`config.mk`:
```
export PLATFORM = sky130hd
export DESIGN_NAME = ssi_pos_tx
export DESIGN_NICKNAME = d
export VERILOG_FILES = /design/src/rtl/ssi_pos_pkg.sv /design/src/rtl/ssi_clk_sync.sv /design/src/rtl/ssi_gap_timer.sv /design/src/rtl/ssi_frame_shift.sv /design/src/rtl/ssi_pos_tx.sv
export SDC_FILE = /design/constraint.sdc
export NUM_CORES = 1
export LEC_CHECK = 0
export BUFFER_PORTS_ARGS = -buffer_cell sky130_fd_sc_hd__buf_4
export CORE_ASPECT_RATIO = 0.8
export CORE_MARGIN = 8
export CORE_UTILIZATION = 45
export DETAILED_ROUTE_END_ITERATION = 7
export GPL_TIMING_DRIVEN = 0
export SLEW_MARGIN = 20
export SYNTH_ARGS = -nofsm -noshare
export SYNTH_HDL_FRONTEND = slang
export SYNTH_SLANG_ARGS = --single-unit
```
`constraint.sdc`:
```
create_clock -name clk -period 3.2 [get_ports clk]
set_clock_uncertainty 0.15 [all_clocks]
set_input_delay 0.48 -clock clk [delete_from_list [all_inputs] [get_ports clk]]
set_output_delay 0.48 -clock clk [all_outputs]
set_load 0.02 [all_outputs]
```
`src/rtl/ssi_pos_pkg.sv`:
```
package ssi_pos_pkg;
  // Binary to Gray on a zero-extended field; upper zeros keep the field's own MSB.
  function automatic logic [31:0] code_field(input logic [31:0] v, input logic gray);
    return gray ? (v ^ (v >> 1)) : v;
  endfunction
endpackage

```
`src/rtl/ssi_clk_sync.sv`:
```
module ssi_clk_sync #(
  parameter int STAGES = 2
) (
  input  logic clk,
  input  logic rst_n,
  input  logic din,
  output logic lvl,
  output logic fall_evt,
  output logic rise_evt
);
  logic [STAGES-1:0] chain;
  logic              prev;

  genvar g;
  generate
    for (g = 0; g < STAGES; g++) begin : g_stage
      if (g == 0) begin : g_first
        always_ff @(posedge clk or negedge rst_n)
          if (!rst_n) chain[0] <= 1'b1;
          else        chain[0] <= din;
      end else begin : g_next
        always_ff @(posedge clk or negedge rst_n)
          if (!rst_n) chain[g] <= 1'b1;
          else        chain[g] <= chain[g-1];
      end
    end
  endgenerate

  always_ff @(posedge clk or negedge rst_n)
    if (!rst_n) prev <= 1'b1;
    else        prev <= chain[STAGES-1];

  assign lvl      = chain[STAGES-1];
  assign fall_evt = prev & ~lvl;
  assign rise_evt = ~prev & lvl;
endmodule

```
`src/rtl/ssi_gap_timer.sv`:
```
module ssi_gap_timer #(
  parameter int IDLE_CYC = 640
) (
  input  logic clk,
  input  logic rst_n,
  input  logic active,
  input  logic edge_seen,
  input  logic lvl,
  output logic expire
);
  localparam int CNT_W = $clog2(IDLE_CYC + 1);
  localparam logic [CNT_W-1:0] LIMIT = CNT_W'(IDLE_CYC);

  logic [CNT_W-1:0] cnt;

  always_ff @(posedge clk or negedge rst_n)
    if (!rst_n)                 cnt <= '0;
    else if (!active || edge_seen) cnt <= '0;
    else if (cnt != LIMIT)      cnt <= cnt + 1'b1;

  assign expire = active && !edge_seen && lvl && (cnt == LIMIT);
endmodule

```
`src/rtl/ssi_frame_shift.sv`:
```
module ssi_frame_shift #(
  parameter int FW = 26
) (
  input  logic          clk,
  input  logic          rst_n,
  input  logic          load,
  input  logic [FW-1:0] word,
  input  logic          shift,
  input  logic          clear,
  output logic          dout,
  output logic [$clog2(FW+1)-1:0] bits_left
);
  localparam int LEFT_W = $clog2(FW + 1);
  localparam logic [LEFT_W-1:0] FULL = LEFT_W'(FW);

  logic [FW-1:0] sr;

  always_ff @(posedge clk or negedge rst_n)
    if (!rst_n) begin
      sr        <= '0;
      bits_left <= '0;
      dout      <= 1'b1;
    end else if (load) begin
      sr        <= word;
      bits_left <= FULL;
      dout      <= 1'b1;
    end else if (clear) begin
      bits_left <= '0;
      dout      <= 1'b1;
    end else if (shift) begin
      if (bits_left != '0) begin
        dout      <= sr[FW-1];
        sr        <= {sr[FW-2:0], 1'b0};
        bits_left <= bits_left - 1'b1;
      end else begin
        dout      <= 1'b1;
      end
    end
endmodule

```
`src/rtl/ssi_pos_tx.sv`:
```
module ssi_pos_tx
  import ssi_pos_pkg::*;
#(
  parameter int MT_W        = 14,
  parameter int ST_W        = 12,
  parameter int IDLE_CYC    = 640,
  parameter int SYNC_STAGES = 2
) (
  input  logic            clk,
  input  logic            rst_n,
  input  logic            sclk_in,
  input  logic [MT_W-1:0] mt_pos,
  input  logic [ST_W-1:0] st_pos,
  input  logic            gray_en,
  input  logic            dir_inv,
  output logic            sdata,
  output logic            strobe
);
  localparam int FW     = MT_W + ST_W;
  localparam int LEFT_W = $clog2(FW + 1);

  logic              sclk_lvl, fall_evt, rise_evt;
  logic              active_q, gap_expire, load, shift;
  logic [MT_W-1:0]   mt_code;
  logic [ST_W-1:0]   st_code;
  logic [FW-1:0]     word;
  logic [LEFT_W-1:0] bits_left;

  ssi_clk_sync #(.STAGES(SYNC_STAGES)) u_sync (
    .clk(clk), .rst_n(rst_n), .din(sclk_in),
    .lvl(sclk_lvl), .fall_evt(fall_evt), .rise_evt(rise_evt)
  );

  ssi_gap_timer #(.IDLE_CYC(IDLE_CYC)) u_gap (
    .clk(clk), .rst_n(rst_n), .active(active_q),
    .edge_seen(fall_evt | rise_evt), .lvl(sclk_lvl), .expire(gap_expire)
  );

  // Each field coded on its own, then joined; direction flips the frame MSB.
  assign mt_code = MT_W'(code_field(32'(mt_pos), gray_en));
  assign st_code = ST_W'(code_field(32'(st_pos), gray_en));
  assign word    = {mt_code ^ {dir_inv, {(MT_W-1){1'b0}}}, st_code};

  assign load  = fall_evt & ~active_q;
  assign shift = rise_evt & active_q;

  always_ff @(posedge clk or negedge rst_n)
    if (!rst_n)          active_q <= 1'b0;
    else if (load)       active_q <= 1'b1;
    else if (gap_expire) active_q <= 1'b0;

  ssi_frame_shift #(.FW(FW)) u_shift (
    .clk(clk), .rst_n(rst_n), .load(load), .word(word),
    .shift(shift), .clear(gap_expire), .dout(sdata), .bits_left(bits_left)
  );

  assign strobe = active_q;
endmodule

```
==> metrics.md, run 1 <==
| Metric | Value |
|---|---|
| Remaining antenna violation count | `0` |
| Initial Util | `a little under half` |
| Clock share of power | `between 20% and 30%` |
| Gpl congestion | `~0.76` |
| Startpoint Class | `flop` |
| Finished Layout Cells | `391` |
| Post_cts resized | `0` |
| Core box area | `5850 µm²` |
| Antenna cells | `0` |
| TritonCTS clock tree | `yes` |
| Period utilisation layout | `71.2%` |
| Final core utilization | `roughly 54%` |
| CP arrival | `roughly 2.4 ns` |
| Vias in the first global route | `roughly 2100` |
| Final Hold Vio Count | `0` |
| I/O Pins | `33` |
| Post-synth top area cell | `dfrtp_1` |
| Run status | `completed` |
| Fraction of registers with async set/reset | `100%` |
| Remaining DRCs | `0` |
| GRT met2 Usage | `20.7%` |
| Met3 usage | `about 3.3%` |
| Drt wl/cell | `15.4 µm` |
| Setup_tns | `0 ns` |
| Max Cap Viol | `0` |
| Post-synth top area share | `between 30% and 40%` |
| DRT Pass-1 Iters | `4` |
| Final Setup Violations | `0` |
| Clock Latency Late Sink | `about 0.30 ns` |
| CP Capture Type | `flop` |
| Top cells by count, synth | `dfrtp_1 (42), nand2_1 (33), xor2_1 (29)` |
| Sink Count | `46` |
| WP data required | `around 3.3 ns` |
| Die Y | `about 85 µm` |
| Row cnt | `25` |
| Static Leak | `about 1.4 nW` |
| Post-CTS Setup Inserts | `0` |
| Post-synth EDFFs | `0` |
| Die Area | `about 8700 µm²` |
| Share of power burned in registers | `47.3%` |
| Drt total wl | `about 6000 µm` |
| Most used routing layer | `met1` |
| Dpl hpwl | `between 4000 and 5000 µm` |
| CP max FO | `10` |
| Hold-fix buffers at CTS | `0` |
| TritonCTS Buffers | `5` |
| H-tree Lvls | `2` |
| Internal | `around 0.0013 W` |
| Fin worst setup slack | `0.923 ns` |
| Area Growth Syn to Fin | `16.9%` |
| RSZ-0062 raised after global routing | `no` |
| First-pass GRT wire length | `just over 10000 µm` |
| Max-slew headroom | `~57%` |
| Vias after detailed routing | `2094` |
| Post-Synthesis Cell Area | `about 2700 µm²` |
| Min cycle time layout | `around 2.3 ns` |
| Count leader, synth | `dfrtp_1` |
| Yosys cell types | `between 40 and 50` |
| Worst-Margin Slew | `0.645 ns` |
| Fmax | `439 MHz` |
| Type of the worst min-delay path | `in -> async` |
| PortBufs | `32` |
| FF-to-FF Start | `u_sync.lvl` |
| Overall Global Routing Usage | `between 10 and 15%` |
| Comb power frac | `roughly 30%` |
| Global Route met1 Usage | `a little over a fifth` |
| Net Sw Power | `0.000625 W` |
| Area contributors post-synth | `dfrtp_1 (39%), xor2_1 (9.5%), a22oi_2 (7.9%)` |
| Synth Net Count | `306` |
| PwrDens | `613 nW/µm²` |
| R2R Path End | `u_shift.sr[24]` |
| VDD IR max | `0.297 mV` |
| Cell count after placement | `383` |
| Die width | `approximately 100 µm` |
| Vias/cell | `roughly 5.4` |
| Root Buffer Master | `clkbuf_8` |
| Clock-pin slew on the worst setup and hold paths | `roughly 0.090 ns` |
| Final Max Tran Viols | `0` |
| R2R depth | `6` |
| Grt total ovfl | `0` |
| Seq/Total Area, Yosys | `43.0%` |
| Share of cells above drive strength 1 | `between 20% and 30%` |
| Largest net degree at the start of global routing | `47` |
| Seq cells post-synth | `46` |
| Synth Instances | `between 200 and 300` |
| Critical Path, Cell by Cell | `ha_1 -> nand2_1 -> nor2_2 -> clkbuf_1 -> a31oi_1 -> a22oi_2` |
| Clock Path Buffers | `2` |
| DRT iter0 DRCs | `around 110` |
| Pre-CTS setup slack | `0.990 ns` |
| CP max-delay cell | `dfstp_2` |
| Initial antenna violation count | `0` |
| CP Class | `reg -> reg` |
| Synth Area per Inst | `between 9 and 10 µm²` |
| Final nets | `~350` |
| Net Sw Frac | `roughly a third` |
| FF-to-FF setup slack | `between 0.9 and 1 ns` |
| Prevailing post-synth register cell | `dfrtp_1` |
| Synth warnings | `0` |
| Critical path's largest stage delay | `0.59 ns` |
-- per-layer routing --
metal | part of all wire, % | vias up
li1 | - | 1042
met1 | 52 | 1001
met2 | 43 | 46
met3 | 4.4 | 5
met4 | 0.60 | 0
met5 | 0 | -
-- power by group through the flow --
stage	Combinational, W	Sequential (W)	Clock (W)
global route	0.000642	0.000936	0.000473
floorplan	0.000430	0.000896	0
CTS	0.000578	0.000910	0.000454
detailed placement	0.000578	0.000917	0
finish	0.000572	0.000911	0.000442
global placement	0.000564	0.000915	0
-- critical path: cells and delay by family, from the launching register on --
kind	cells	cell delay, ns
compound gates	2	0.35
flops	1	0.59
simple gates	2	0.51
fa+ha+maj	1	0.17
buf+inv	1	0.43
-- cells in the final DEF, fill, tap and decap left out, drive strengths merged, types with 5 or more instances in the layout --
cell type	n
nor2	12
nand3	6
a22oi	24
xor2	29
a21oi	5
nand2	33
xnor2	5
a31oi	25
ha	5
inv	7
o21ai	31
buf	41
dfrtp	42
clkbuf	14
-- kinds of logic after synthesis --
| group | Yosys count | synth area share (%) |
|---|---|---|
| AOI/OAI and AO/OA | 87 | 23.2 |
| xor gates and xnor gates | 34 | 11.1 |
| adders and majority gates | 5 | 2.33 |
| buffers and inverters | 25 | 4.89 |
| DFF | 46 | 43.0 |
| muxes | 1 | 0.372 |
| and+or+nand+nor | 72 | 15.1 |
-- worst max path at each step --
| stage | start | to | slack [ns] | depth (start not counted) |
|---|---|---|---|---|
| global placement | u_sync.lvl | u_shift.sr[24] | 0.99 | 6 |
| finish | u_sync.lvl | u_shift.sr[24] | 0.92 | 6 |
| CTS | u_sync.lvl | u_shift.sr[24] | 0.97 | 6 |
| global route | u_sync.lvl | u_shift.sr[24] | 0.79 | 6 |
| floorplan | u_sync.lvl | u_shift.sr[16] | 1.20 | 8 |
| detailed placement | u_sync.lvl | u_shift.sr[22] | 0.99 | 6 |
-- cell type report --
cell class / instances / area (µm²)
clock inverters: 3 / 45.0
plain buffers: 18 / 105
multi-input cells: 199 / 1400
flip-flops and latches: 46 / 1160
repair buffers: 32 / 240
inverters: 7 / 26.3
fillers: 561 / 2710
well taps: 81 / 101
clock buffers: 5 / 68.8
-- registers in the layout, indices dropped and copies added (netlist names) --
signal / count
u_gap.cnt: 10
u_shift.bits_left: 5
u_shift.dout: 1
u_sync.chain: 1
u_sync.lvl: 1
u_shift.sr: 26
strobe: 1
u_sync.prev: 1
-- through the flow --
stage	area [µm²]	hold WS, ns	total power, W
after floorplan	2690	0.0344	0.00133
after global placement	3030	0.196	0.00148
after detailed placement	3030	0.197	0.00150
after CTS	3140	0.0533	0.00194
after global routing	3140	0.0738	0.00205
final	3140	0.0272	0.00193
Note: power is estimated with default switching activity, not from simulation.
==> run 2, diff against run 1 <==
ABC_AREA = 1   (was default)
PLACE_DENSITY = 0.67   (was default)
clock period = 2 ns   (was 3.2 ns; I/O delays follow)
==> metrics.md, run 2 <==
| Metric | Value |
|---|---|
| Post-Synth Adder-Cell Area | `2.19% (was 2.33%)` |
| Sink Count | `46 (unchanged)` |
| Root Buffer Master | `clkbuf_8 (unchanged)` |
| Fmax | `516 MHz (was 439 MHz)` |
| Cell count after placement | `486 (was 383)` |
| Vias after detailed routing | `2677 (was 2094)` |
| Final nets | `457 (was 345)` |
| Remaining antenna violation count | `0 (unchanged)` |
| First-pass GRT wire length | `12100 µm (was 10300 µm)` |
| Largest Register | `u_shift.sr (unchanged)` |
| Core box area | `6250 µm² (was 5850 µm²)` |
| TritonCTS clock tree | `yes (unchanged)` |
| CP Capture Type | `flop (unchanged)` |
| Remaining DRCs | `0 (unchanged)` |
| Hold WS | `0.144 ns (was 0.0272 ns)` |
| Worst-Margin Slew | `0.599 ns (was 0.645 ns)` |
| Area Growth Syn to Fin | `22.6% (was 16.9%)` |
| Design Area, Final | `3500 µm² (was 3140 µm²)` |
| XOR/XNOR Fraction of Synth Area | `0.920% (was 11.1%)` |
| CP arrival | `2.01 ns (was 2.35 ns)` |
| Share of power burned in registers | `37.1% (was 47.3%)` |
| Share of cells above drive strength 1 | `25.4% (was 24.8%)` |
| GRT met2 Usage | `26.8% (was 20.7%)` |
| Synth warnings | `0 (unchanged)` |
| Most frequent cells in the layout | `nand2_1 (80), nand3_1 (76), dfrtp_1 (42) (was dfrtp_1 (42), nand2_1 (33), buf_4 (32))` |
| Prevailing post-synth register cell | `dfrtp_1 (unchanged)` |
| Pre-CTS setup slack | `-0.173 ns (was 0.990 ns)` |
| Post-synthesis simple-gate area fraction | `31.6% (was 15.1%)` |
| Net Sw Frac | `38.7% (was 32.5%)` |
| Clock Path Buffers | `2 (unchanged)` |
| Max-slew headroom | `60.1% (was 57.0%)` |
| Met3 usage | `4.22% (was 3.27%)` |
| FF-to-FF Start | `u_sync.lvl (unchanged)` |
| Compound-Gate Fraction of Synth Area | `15.8% (was 23.2%)` |
| Synth Area per Inst | `7.70 µm² (was 9.95 µm²)` |
| Fill count | `610 (was 561)` |
| Count leader, synth | `nand2_1 (was dfrtp_1)` |
| RSZ-0062 raised after global routing | `yes (was no)` |
| Commonest non-fill, non-tap cell in the layout | `nand2_1 (was dfrtp_1)` |
| Drt total wl | `7290 µm (was 6030 µm)` |
| Min cycle time layout | `1.94 ns (was 2.28 ns)` |
| CP endpoint | `u_shift.sr[19] (was u_shift.sr[24])` |
| Seq/Total Area, Yosys | `40.5% (was 43.0%)` |
| TritonCTS Buffers | `5 (unchanged)` |
| Worst Setup SP | `u_sync.lvl (unchanged)` |
| Initial Util | `45.7% (was 45.9%)` |
| Type of the worst min-delay path | `in -> reg (was in -> async)` |
| Largest net degree at the start of global routing | `47 (unchanged)` |
| Largest register FFs | `26 (unchanged)` |
| Fin worst setup slack | `0.0627 ns (was 0.923 ns)` |
| H-tree Lvls | `2 (unchanged)` |
| Final Hold Vio Count | `0 (unchanged)` |
| Top Registers | `u_shift.sr x26, u_gap.cnt x10, u_shift.bits_left x5 (unchanged)` |
| Post-synth top area cell | `dfrtp_1 (unchanged)` |
| DRT iter0 DRCs | `154 (was 112)` |
| CP max FO | `10 (unchanged)` |
| PwrDens | `1120 nW/µm² (was 613 nW/µm²)` |
| Global Route met1 Usage | `21.0% (was 21.9%)` |
| Dpl hpwl | `5070 µm (was 4250 µm)` |
| Area contributors post-synth | `dfrtp_1 (37%), nand3_1 (13%), nand2_1 (11%) (was dfrtp_1 (39%), xor2_1 (9.5%), a22oi_2 (7.9%))` |
| Synth Net Count | `407 (was 306)` |
| Multiplexer area fraction after synthesis | `0% (was 0.372%)` |
| Final Max Tran Viols | `0 (unchanged)` |
| I/O Pins | `33 (unchanged)` |
| Vias in the first global route | `2606 (was 2088)` |
| Post-synth top area share | `36.8% (was 39.1%)` |
| Initial antenna violation count | `0 (unchanged)` |
| Run status | `completed (unchanged)` |
| Post-Synthesis Cell Area | `2860 µm² (was 2690 µm²)` |
| Most used routing layer | `met2 (was met1)` |
| Overall Global Routing Usage | `16.2% (was 14.7%)` |
| Clock-pin slew on the worst setup and hold paths | `0.09 ns (about the same)` |
| Placed cell areas | `3190 µm² (was 3030 µm²)` |
| Seq cells post-synth | `46 (unchanged)` |
| Final Setup Violations | `0 (unchanged)` |
| Grt total ovfl | `0 (unchanged)` |
| Post-synth EDFFs | `0 (unchanged)` |
| Clock Latency Late Sink | `0.30 ns (about the same)` |
| CP Class | `reg -> reg (unchanged)` |
| Clock share of power | `17.9% (was 22.9%)` |
| Vias/cell | `5.29 (was 5.36)` |
| WP data required | `2.08 ns (was 3.27 ns)` |
| Gpl congestion | `0.805 (was 0.759)` |
| Die Y | `87.2 µm (was 85.1 µm)` |
| Antenna cells | `0 (unchanged)` |
| R2R depth | `9 (was 6)` |
| PortBufs | `31 (was 32)` |
| Startpoint Class | `flop (unchanged)` |
| Yosys cell types | `37 (was 41)` |
| Internal | `0.00240 W (was 0.00130 W)` |
| R2R Path End | `u_shift.sr[19] (was u_shift.sr[24])` |
| Die Area | `9170 µm² (was 8720 µm²)` |
| Main combinational cell family by area after synthesis | `simple AND/OR/NAND/NOR gates (was compound AO/OA/AOI/OAI gates)` |
| FF-to-FF setup slack | `0.06 ns (was 0.92 ns)` |
| Max Cap Viol | `0 (unchanged)` |
| DRT Pass-1 Iters | `5 (was 4)` |
| Drt wl/cell | `14.4 µm (was 15.4 µm)` |
| Finished Layout Cells | `506 (was 391)` |
| Fraction of registers with async set/reset | `100% (unchanged)` |
| VDD IR max | `0.545 mV (was 0.297 mV)` |
| Comb power frac | `45.0% (was 29.7%)` |
| Row cnt | `26 (was 25)` |
| Top cells by count, synth | `nand2_1 (80), nand3_1 (76), dfrtp_1 (42) (was dfrtp_1 (42), nand2_1 (33), xor2_1 (29))` |
| Static Leak | `1.72 nW (was 1.36 nW)` |
| Synth Instances | `371 (was 270)` |
| Die width | `105 µm (was 102 µm)` |
| Net Sw Power | `0.00152 W (was 0.000625 W)` |
| Period utilisation layout | `96.9% (was 71.2%)` |
[run 2: cell count changes in the layout (fill, tap and decap cells not counted), sizes merged, moves of 4 or more]
cell | previous run | this run
buf | 41 | 53
nand2 | 33 | 84
xnor2 | 5 | 1
o21ai | 31 | 52
nand4 | 3 | 7
a22oi | 24 | 0
clkbuf | 14 | 8
a31oi | 25 | 0
a21oi | 5 | 13
nand3 | 6 | 77
inv | 7 | 44
xor2 | 29 | 2
[run 2: how the worst min path moves through the flow]
| stage | start | to | slack, ns | depth (start not counted) |
|---|---|---|---|---|
| floorplan | rst_n | strobe | -0.15 | 0 |
| global placement | rst_n | u_gap.cnt[4] | 0.20 | 1 |
| detailed placement | rst_n | u_gap.cnt[3] | 0.20 | 1 |
| CTS | st_pos[0] | u_shift.sr[0] | 0.15 | 3 |
| global route | st_pos[0] | u_shift.sr[0] | 0.21 | 3 |
| finish | st_pos[0] | u_shift.sr[0] | 0.14 | 3 |
[run 2: power by group through the flow]
stage / Sequential, W / Clock (W) / Combinational, W
after CTS: 0.00145 / 0.000714 / 0.00171
after global placement: 0.00145 / 0 / 0.00163
after floorplan: 0.00144 / 0 / 0.00129
final: 0.00145 / 0.000700 / 0.00176
after detailed placement: 0.00146 / 0 / 0.00167
after global routing: 0.00150 / 0.000748 / 0.00196
[run 2: area by class of cell]
class | instances | area [µm²] | share of cell area, %
Clock buffer | 6 | 72.6 | 2.07
Tap cell | 84 | 105 | 3.00
Inverter | 44 | 173 | 4.93
Buffer | 15 | 120 | 3.43
Sequential cell | 46 | 1160 | 33.0
Timing Repair Buffer | 42 | 332 | 9.47
Multi-Input combinational cell | 267 | 1500 | 43.0
Clock inverter | 2 | 37.5 | 1.07
[run 2: through the flow]
stage / util, % / power (W) / TNS [ns]
after floorplan: - / 0.00273 / 0
after global placement: 51.1 / 0.00308 / -2.52
after detailed placement: 51.1 / 0.00313 / -3.42
after CTS: 55.0 / 0.00387 / 0
after global routing: 56.0 / 0.00421 / -0.0319
final: 56.0 / 0.00392 / 0
[run 2: cells by family (layout without fill, tap and decap cells)]
kind of cell	count (synthesis)	in the layout
flops	46	46
xor+xnor	3	3
compound gates	72	72
buf+inv	59	109
simple gates	186	187
fa+ha+maj	5	5
[run 2: worst max-delay path, cell delays in order (launching register included)]
cell,delay [ns]
dfstp_2,0.57
inv_4,0.06
ha_4,0.29
nand2_8,0.06
nor2_8,0.14
nand4_4,0.14
nand2_2,0.13
inv_4,0.06
buf_12,0.14
o21ai_2,0.11
[run 2: repair_timing]
action	in CTS	in global routing
pin swaps	1	2
endpoints found under the hold margin	43	0
buffers inserted	5	2
gates cloned	3	0
endpoints found under the setup margin	25	29
gates resized for setup	12	12
hold buffers	2	0
[run 2: layer usage]
metal / routed length [µm] / part of all wire, %
met5: 0 / 0
met4: 48 / 0.66
met3: 408 / 5.6
met2: 3370 / 46
met1: 3470 / 48
